[src/rtl/pgwalk_pkg.sv]
package pgwalk_pkg;
   typedef enum logic [2:0] {
      WK_IDLE,
      WK_RD_DIR,
      WK_WB_DIR,
      WK_RD_TBL,
      WK_WB_TBL,
      WK_DONE,
      WK_FAULT
   } wk_state_t;

   localparam int ENT_W   = 32;
   localparam int F_VALID = 0;
   localparam int F_WR    = 1;
   localparam int F_USR   = 2;
   localparam int F_ACC   = 5;
   localparam int F_DIRTY = 6;
   localparam int F_BIG   = 7;
   localparam int F_RSV   = 21;
endpackage

[src/rtl/pgwalk_addr.sv]
module pgwalk_addr #(
   parameter int AW       = 32,
   parameter int OFF_W    = 12,
   parameter int IDX_W    = 10,
   parameter int ENT_LOG2 = 2
) (
   input  logic [AW-1:0] base,
   input  logic [AW-1:0] dir_ent,
   input  logic [AW-1:0] vaddr,
   input  logic          sel_tbl,
   output logic [AW-1:0] addr
);
   localparam int DIR_SH = OFF_W + IDX_W;
   localparam logic [AW-1:0] IDX_MASK   = AW'((1 << IDX_W) - 1);
   localparam logic [AW-1:0] FRAME_MASK = ~AW'((1 << OFF_W) - 1);

   logic [AW-1:0] dir_slot, tbl_slot;

   always_comb begin
      dir_slot = (base & FRAME_MASK) | (((vaddr >> DIR_SH) & IDX_MASK) << ENT_LOG2);
      tbl_slot = (dir_ent & FRAME_MASK) | (((vaddr >> OFF_W) & IDX_MASK) << ENT_LOG2);
      addr     = sel_tbl ? tbl_slot : dir_slot;
   end
endmodule

[src/rtl/pgwalk_eval.sv]
module pgwalk_eval
   import pgwalk_pkg::*;
#(
   parameter bit LARGE_PAGES = 1'b1
) (
   input  logic [ENT_W-1:0] entry,
   input  logic             at_dir,
   input  logic             large_mode,
   input  logic             wr,
   output logic             present,
   output logic             leaf,
   output logic             rsvd_err,
   output logic             need_wb,
   output logic [ENT_W-1:0] upd
);
   logic big_leaf;

   generate
      if (LARGE_PAGES) begin : g_big
         assign big_leaf = at_dir & large_mode & entry[F_BIG];
      end else begin : g_nobig
         assign big_leaf = 1'b0;
      end
   endgenerate

   always_comb begin
      present  = entry[F_VALID];
      leaf     = at_dir ? big_leaf : 1'b1;
      rsvd_err = big_leaf & entry[F_RSV];
      upd      = entry;
      upd[F_ACC] = 1'b1;
      if (leaf && wr) upd[F_DIRTY] = 1'b1;
      need_wb  = (upd != entry);
   end
endmodule

[src/rtl/pgwalk_top.sv]
module pgwalk_top
   import pgwalk_pkg::*;
#(
   parameter int PA_W        = 40,
   parameter bit LARGE_PAGES = 1'b1
) (
   input  logic             clk,
   input  logic             rst_n,
   input  logic             start,
   input  logic [31:0]      va,
   input  logic             is_write,
   input  logic             large_en,
   input  logic [31:0]      dir_base,
   output logic             busy,
   output logic             mem_req,
   output logic             mem_we,
   output logic [31:0]      mem_addr,
   output logic [31:0]      mem_wdata,
   input  logic             mem_ack,
   input  logic [31:0]      mem_rdata,
   output logic             done,
   output logic [PA_W-13:0] pa_page,
   output logic             perm_user,
   output logic             perm_write,
   output logic             page_large,
   output logic             fault,
   output logic [31:0]      fault_va,
   output logic             fault_rsvd
);
   localparam int PG_W  = PA_W - 12;
   localparam int EXT_W = PA_W - 32;

   generate
      if (PA_W < 32 || PA_W > 40) begin : g_bad_pa
         $error("pgwalk_top: PA_W must lie in 32..40");
      end
   endgenerate

   wk_state_t   st;
   logic [31:0] va_q, base_q, dir_q, wb_q;
   logic        wr_q, lg_q, wb_leaf_q;
   logic [PG_W-1:0] pg_q;
   logic        u_q, w_q, big_q, rsvd_q;

   logic        at_dir, at_tbl;
   logic        e_present, e_leaf, e_rsvd, e_wb;
   logic [31:0] e_upd;
   logic [PG_W-1:0] big_pg, small_pg;

   assign at_dir = (st == WK_RD_DIR);
   assign at_tbl = (st == WK_RD_TBL) || (st == WK_WB_TBL);

   pgwalk_addr #(.AW(32), .OFF_W(12), .IDX_W(10), .ENT_LOG2(2)) u_addr (
      .base    (base_q),
      .dir_ent (dir_q),
      .vaddr   (va_q),
      .sel_tbl (at_tbl),
      .addr    (mem_addr)
   );

   pgwalk_eval #(.LARGE_PAGES(LARGE_PAGES)) u_eval (
      .entry      (mem_rdata),
      .at_dir     (at_dir),
      .large_mode (lg_q),
      .wr         (wr_q),
      .present    (e_present),
      .leaf       (e_leaf),
      .rsvd_err   (e_rsvd),
      .need_wb    (e_wb),
      .upd        (e_upd)
   );

   generate
      if (EXT_W > 0) begin : g_ext
         assign big_pg   = {mem_rdata[13 +: EXT_W], mem_rdata[31:22], va_q[21:12]};
         assign small_pg = {{EXT_W{1'b0}}, mem_rdata[31:12]};
      end else begin : g_noext
         assign big_pg   = {mem_rdata[31:22], va_q[21:12]};
         assign small_pg = mem_rdata[31:12];
      end
   endgenerate

   always_ff @(posedge clk) begin
      if (!rst_n) begin
         st        <= WK_IDLE;
         va_q      <= '0;
         base_q    <= '0;
         dir_q     <= '0;
         wb_q      <= '0;
         wr_q      <= 1'b0;
         lg_q      <= 1'b0;
         wb_leaf_q <= 1'b0;
         pg_q      <= '0;
         u_q       <= 1'b0;
         w_q       <= 1'b0;
         big_q     <= 1'b0;
         rsvd_q    <= 1'b0;
      end else begin
         case (st)
            WK_IDLE: if (start) begin
               va_q   <= va;
               base_q <= dir_base;
               wr_q   <= is_write;
               lg_q   <= large_en;
               st     <= WK_RD_DIR;
            end
            WK_RD_DIR: if (mem_ack) begin
               if (!e_present) begin
                  rsvd_q <= 1'b0;
                  st     <= WK_FAULT;
               end else if (e_rsvd) begin
                  rsvd_q <= 1'b1;
                  st     <= WK_FAULT;
               end else if (e_leaf) begin
                  pg_q      <= big_pg;
                  big_q     <= 1'b1;
                  u_q       <= mem_rdata[F_USR];
                  w_q       <= mem_rdata[F_WR] & e_upd[F_DIRTY];
                  wb_q      <= e_upd;
                  wb_leaf_q <= 1'b1;
                  st        <= e_wb ? WK_WB_DIR : WK_DONE;
               end else begin
                  dir_q     <= e_upd;
                  wb_q      <= e_upd;
                  wb_leaf_q <= 1'b0;
                  st        <= e_wb ? WK_WB_DIR : WK_RD_TBL;
               end
            end
            WK_WB_DIR: if (mem_ack) st <= wb_leaf_q ? WK_DONE : WK_RD_TBL;
            WK_RD_TBL: if (mem_ack) begin
               if (!e_present) begin
                  rsvd_q <= 1'b0;
                  st     <= WK_FAULT;
               end else begin
                  pg_q  <= small_pg;
                  big_q <= 1'b0;
                  u_q   <= dir_q[F_USR] & mem_rdata[F_USR];
                  w_q   <= dir_q[F_WR] & mem_rdata[F_WR] & e_upd[F_DIRTY];
                  wb_q  <= e_upd;
                  st    <= e_wb ? WK_WB_TBL : WK_DONE;
               end
            end
            WK_WB_TBL: if (mem_ack) st <= WK_DONE;
            default:   st <= WK_IDLE;
         endcase
      end
   end

   assign busy       = (st != WK_IDLE);
   assign mem_req    = (st == WK_RD_DIR) || (st == WK_WB_DIR) ||
                       (st == WK_RD_TBL) || (st == WK_WB_TBL);
   assign mem_we     = (st == WK_WB_DIR) || (st == WK_WB_TBL);
   assign mem_wdata  = wb_q;
   assign done       = (st == WK_DONE);
   assign fault      = (st == WK_FAULT);
   assign fault_va   = va_q;
   assign fault_rsvd = rsvd_q;
   assign pa_page    = pg_q;
   assign perm_user  = u_q;
   assign perm_write = w_q;
   assign page_large = big_q;
endmodule

[config.mk]
export PLATFORM = sky130hd
export DESIGN_NAME = pgwalk_top
export DESIGN_NICKNAME = d
export VERILOG_FILES = /design/src/rtl/pgwalk_pkg.sv /design/src/rtl/pgwalk_addr.sv /design/src/rtl/pgwalk_eval.sv /design/src/rtl/pgwalk_top.sv
export SDC_FILE = /design/constraint.sdc
export NUM_CORES = 1
export LEC_CHECK = 0
export ABC_AREA = 1
export BUFFER_PORTS_ARGS = -buffer_cell sky130_fd_sc_hd__buf_4
export CAP_MARGIN = 10
export CORE_MARGIN = 3
export CORE_UTILIZATION = 52
export DETAILED_ROUTE_END_ITERATION = 12
export PLACE_DENSITY = 0.83
export SKIP_CTS_REPAIR_TIMING = 1
export SYNTH_ARGS = -nofsm -noshare
export SYNTH_HDL_FRONTEND = slang
export SYNTH_SLANG_ARGS = --single-unit
[constraint.sdc]
create_clock -name clk -period 4.5 [get_ports clk]
set_input_delay 0.9 -clock clk [delete_from_list [all_inputs] [get_ports clk]]
set_output_delay 0.9 -clock clk [all_outputs]
set_load 0.01 [all_outputs]
==> summary.txt <==
Top cells by area, synth -> dfxtp_1 (49%), o21ai_0 (13%), nor2_1 (7.1%)
Synth async-reset ratio -> 0%
WL met1 -> 7091 microns
I/O Buffers -> 220
R2r startpoint -> st[2]$_SDFFE_PN0P_
Final worst slack -> 1.014 ns
Seq pwr share -> 37.3%
Total grt overflow -> 0
Normalized max-slew margin -> 34.94%
Drt wl/cell -> 14.73 microns
Share of the synthesized area in the top cell type -> 49.00%
Final Hold Fails -> 0
Iteration-0 DRC count of the detailed router -> 395
Via count -> 5573
Antenna diode count -> 0
Vias in the first global route -> 5259
Slowest cell on crit path -> nand2_2
I/O Pins -> 235
Outcome -> complete, no violations
Logic pwr share -> 34.3%
P&R area growth vs syn -> 36.09%
# clock sinks -> 143
Crit end category -> primary output
Largest net degree at the start of global routing -> 109
Slew Limit Fails -> 0
Highest Signal Layer -> met4
Clock Skew -> 0.006513 ns
Max incr delay on CP -> 0.71 ns
FP Rows -> 38
Critical path type -> reg -> out
Met2 WL -> 7421 microns
Most frequent cell on the critical path -> nand2_1
Crit Reg-Reg Endpoint -> pa_page[24]$_SDFFE_PN0P_
Worst VDD drop -> 0.0003603 V
Initial antenna violation count -> 0
Worst reg2reg setup slack -> 2.26 ns
Core footprint -> 0.01089 sq mm
Pre-CTS WS -> 1.569 ns
Tcrit/Tclk final -> 77.47%
WL met3 -> 1506 microns
DP HPWL -> 11290 microns
Antenna viol nets, final -> 0
Sequential share of the synthesized area -> 49.00%
Via density -> 5.048
Net Switching -> 1.555 mW
Critical path arrival -> 2.59 ns
Hold Crit Start -> fault_va[8]$_SDFFE_PN0P_
Crit-path max FO -> 61
Commonest register cell after synthesis -> dfxtp_1
Post-synth EDFFs -> 0
FF-to-FF path depth -> 7
Cell taking the most area after synthesis -> dfxtp_1
Mapped Area -> 0.005842 sq mm
CP startpoint kind -> flop
Worst hold margin -> 0.4433 ns
Pint -> 2.987 mW
Worst-Skew Late Latency -> 0.52 ns
Final wirelength -> 16270 microns
Actual slew at the worst max-slew pin -> 0.9759 ns
Worst Hold Endpoint -> fault_va[8]$_SDFFE_PN0P_
Die width -> 112.0 microns
Die height -> 112.0 microns
Yosys warns -> 0
PD cells -> 571.3 mW/mm^2
Tot GR Track Use -> 25.58%
Number of H-tree levels -> 4
Min Tclk post-route -> 3.486 ns
CTS Buffer Depth -> 2
Hold Crit Depth -> 2
Starting Density -> 53.65%
RSZ-0062 raised after global routing -> no
Post-synthesis cell count -> 762
Final setup fails -> 0
CTS tree -> done
GP Congestion -> 0.8432
Seq cells post-synth -> 143
Critical path cell sequence -> nor2_2 -> nand2_1 -> nand2_2 -> nand2_1 -> o21ai_0 -> buf_4
DIE AREA -> 0.01254 sq mm
DRT Pass-1 Iters -> 5
Static Leak -> 3.536 nW
Clock slew at reported path FFs -> 0.06 ns
Yosys cell types -> 35
Clock power frac -> 28.5%
Nets -> 1055
First-pass GRT wire length -> 25990 microns
Worst hold path type -> reg -> reg
Syn_area_per_cell -> 7.666 sq um
DRC viols -> 0
Switching share of power -> 34.24%
CTS Buf Count -> 17
Max-Cap Viols -> 0
Layout cells sized above 1 -> 31.43%
FMAX -> 0.2868 GHz
Clock root cell -> clkbuf_8
Post-Route Setup TNS -> 0 ns
Required time of the worst setup path -> 3.60 ns
==> power by group through the flow <==
stage	Sequential [mW]	Clock, mW	Combinational, mW
2_1_floorplan	1.77	0	0.843
3_3_place_gp	1.71	0	1.53
3_5_place_dp	1.71	0	1.56
4_1_cts	1.69	1.31	1.57
5_1_grt	1.72	1.37	1.73
6_report	1.69	1.29	1.56
==> registers in the layout (all words and copies together) (netlist names) <==
| register | cells |
|---|---|
| perm_write | 1 |
| wb_leaf_q | 1 |
| lg_q | 1 |
| perm_user | 1 |
| dir_q | 22 |
| wr_q | 1 |
| mem_wdata | 31 |
| fault_rsvd | 1 |
| st | 3 |
| base_q | 20 |
| page_large | 1 |
| fault_va | 32 |
| pa_page | 28 |
==> metal layers <==
metal,GRT usage [%],up-vias
met4,8.253,0
met1,33.90,2495
met5,0,-
met2,39.89,210
met3,8.207,22
li1,-,2846
==> critical path: cells and delay by family (launching register included) <==
family	cells	cell delay [ns]
AOI/OAI and AO/OA	1	0.15
buffers and inverters	1	0.19
DFF	1	0.38
and+or+nand+nor	4	1.32
==> synthesized netlist by cell type, types with 3 or more instances <==
master,count
buf_2,11
buf_4,8
inv_1,64
nor2_2,28
nor2_1,111
inv_2,6
buf_12,3
o21ai_0,152
dfxtp_1,143
nand3_1,7
nand2_1,78
o21ai_1,17
clkbuf_1,27
a21oi_1,76
nand3_2,3
a21oi_2,3
==> metrics by stage <==
step                      power (mW)  instances  instance area (sq um)  util (%)
final                          4.542       1104                   7950     73.02
after floorplan                2.611        763                   5846         -
after global routing           4.825       1104                   7950     73.02
after detailed placement       3.272       1074                   7402     67.98
after global placement         3.241       1074                   7402     67.98
after CTS                      4.573       1104                   7950     73.02
==> layout by cell type (no fill, tap or decap), drive strengths merged <==
cell	instances
a211oi	3
a21oi	79
buf	221
bufinv	1
clkbuf	24
clkinv	6
clkinvlp	1
conb	2
dfxtp	143
inv	73
nand2	82
nand3	11
nand3b	1
nand4	2
nor2	142
nor3	2
o211ai	1
o21ai	169
o21bai	1
==> worst max path at each step <==
stage,start,endpoint,slack (ns),cells past startpoint
after floorplan,st[2]$_SDFFE_PN0P_,mem_addr[10],2.27,6
after global placement,st[2]$_SDFFE_PN0P_,mem_addr[31],1.54,5
after detailed placement,st[2]$_SDFFE_PN0P_,mem_addr[31],1.57,6
after CTS,st[2]$_SDFFE_PN0P_,mem_addr[31],0.98,6
after global routing,st[2]$_SDFFE_PN0P_,mem_addr[13],0.74,6
final,st[1]$_SDFFE_PN0P_,mem_addr[13],1.01,6
==> area by class of cell <==
cell class / count / area (sq um)
clock buffer: 24 / 490.5
clock inverter: 6 / 57.56
fill: 888 / 2938
inverter: 75 / 294.0
multi-input combinational: 495 / 2411
sequential: 143 / 2863
tap: 140 / 175.2
timing repair buffer: 221 / 1659
==> cells by family after synthesis <==
| group | Yosys count | share of synthesized area (%) |
|---|---|---|
| flops | 143 | 49.00 |
| other cells | 1 | 0.06419 |
| buf+inv | 125 | 9.959 |
| simple gates | 240 | 18.80 |
| compound gates | 253 | 22.17 |
Note: power is estimated with default switching activity, not from simulation.
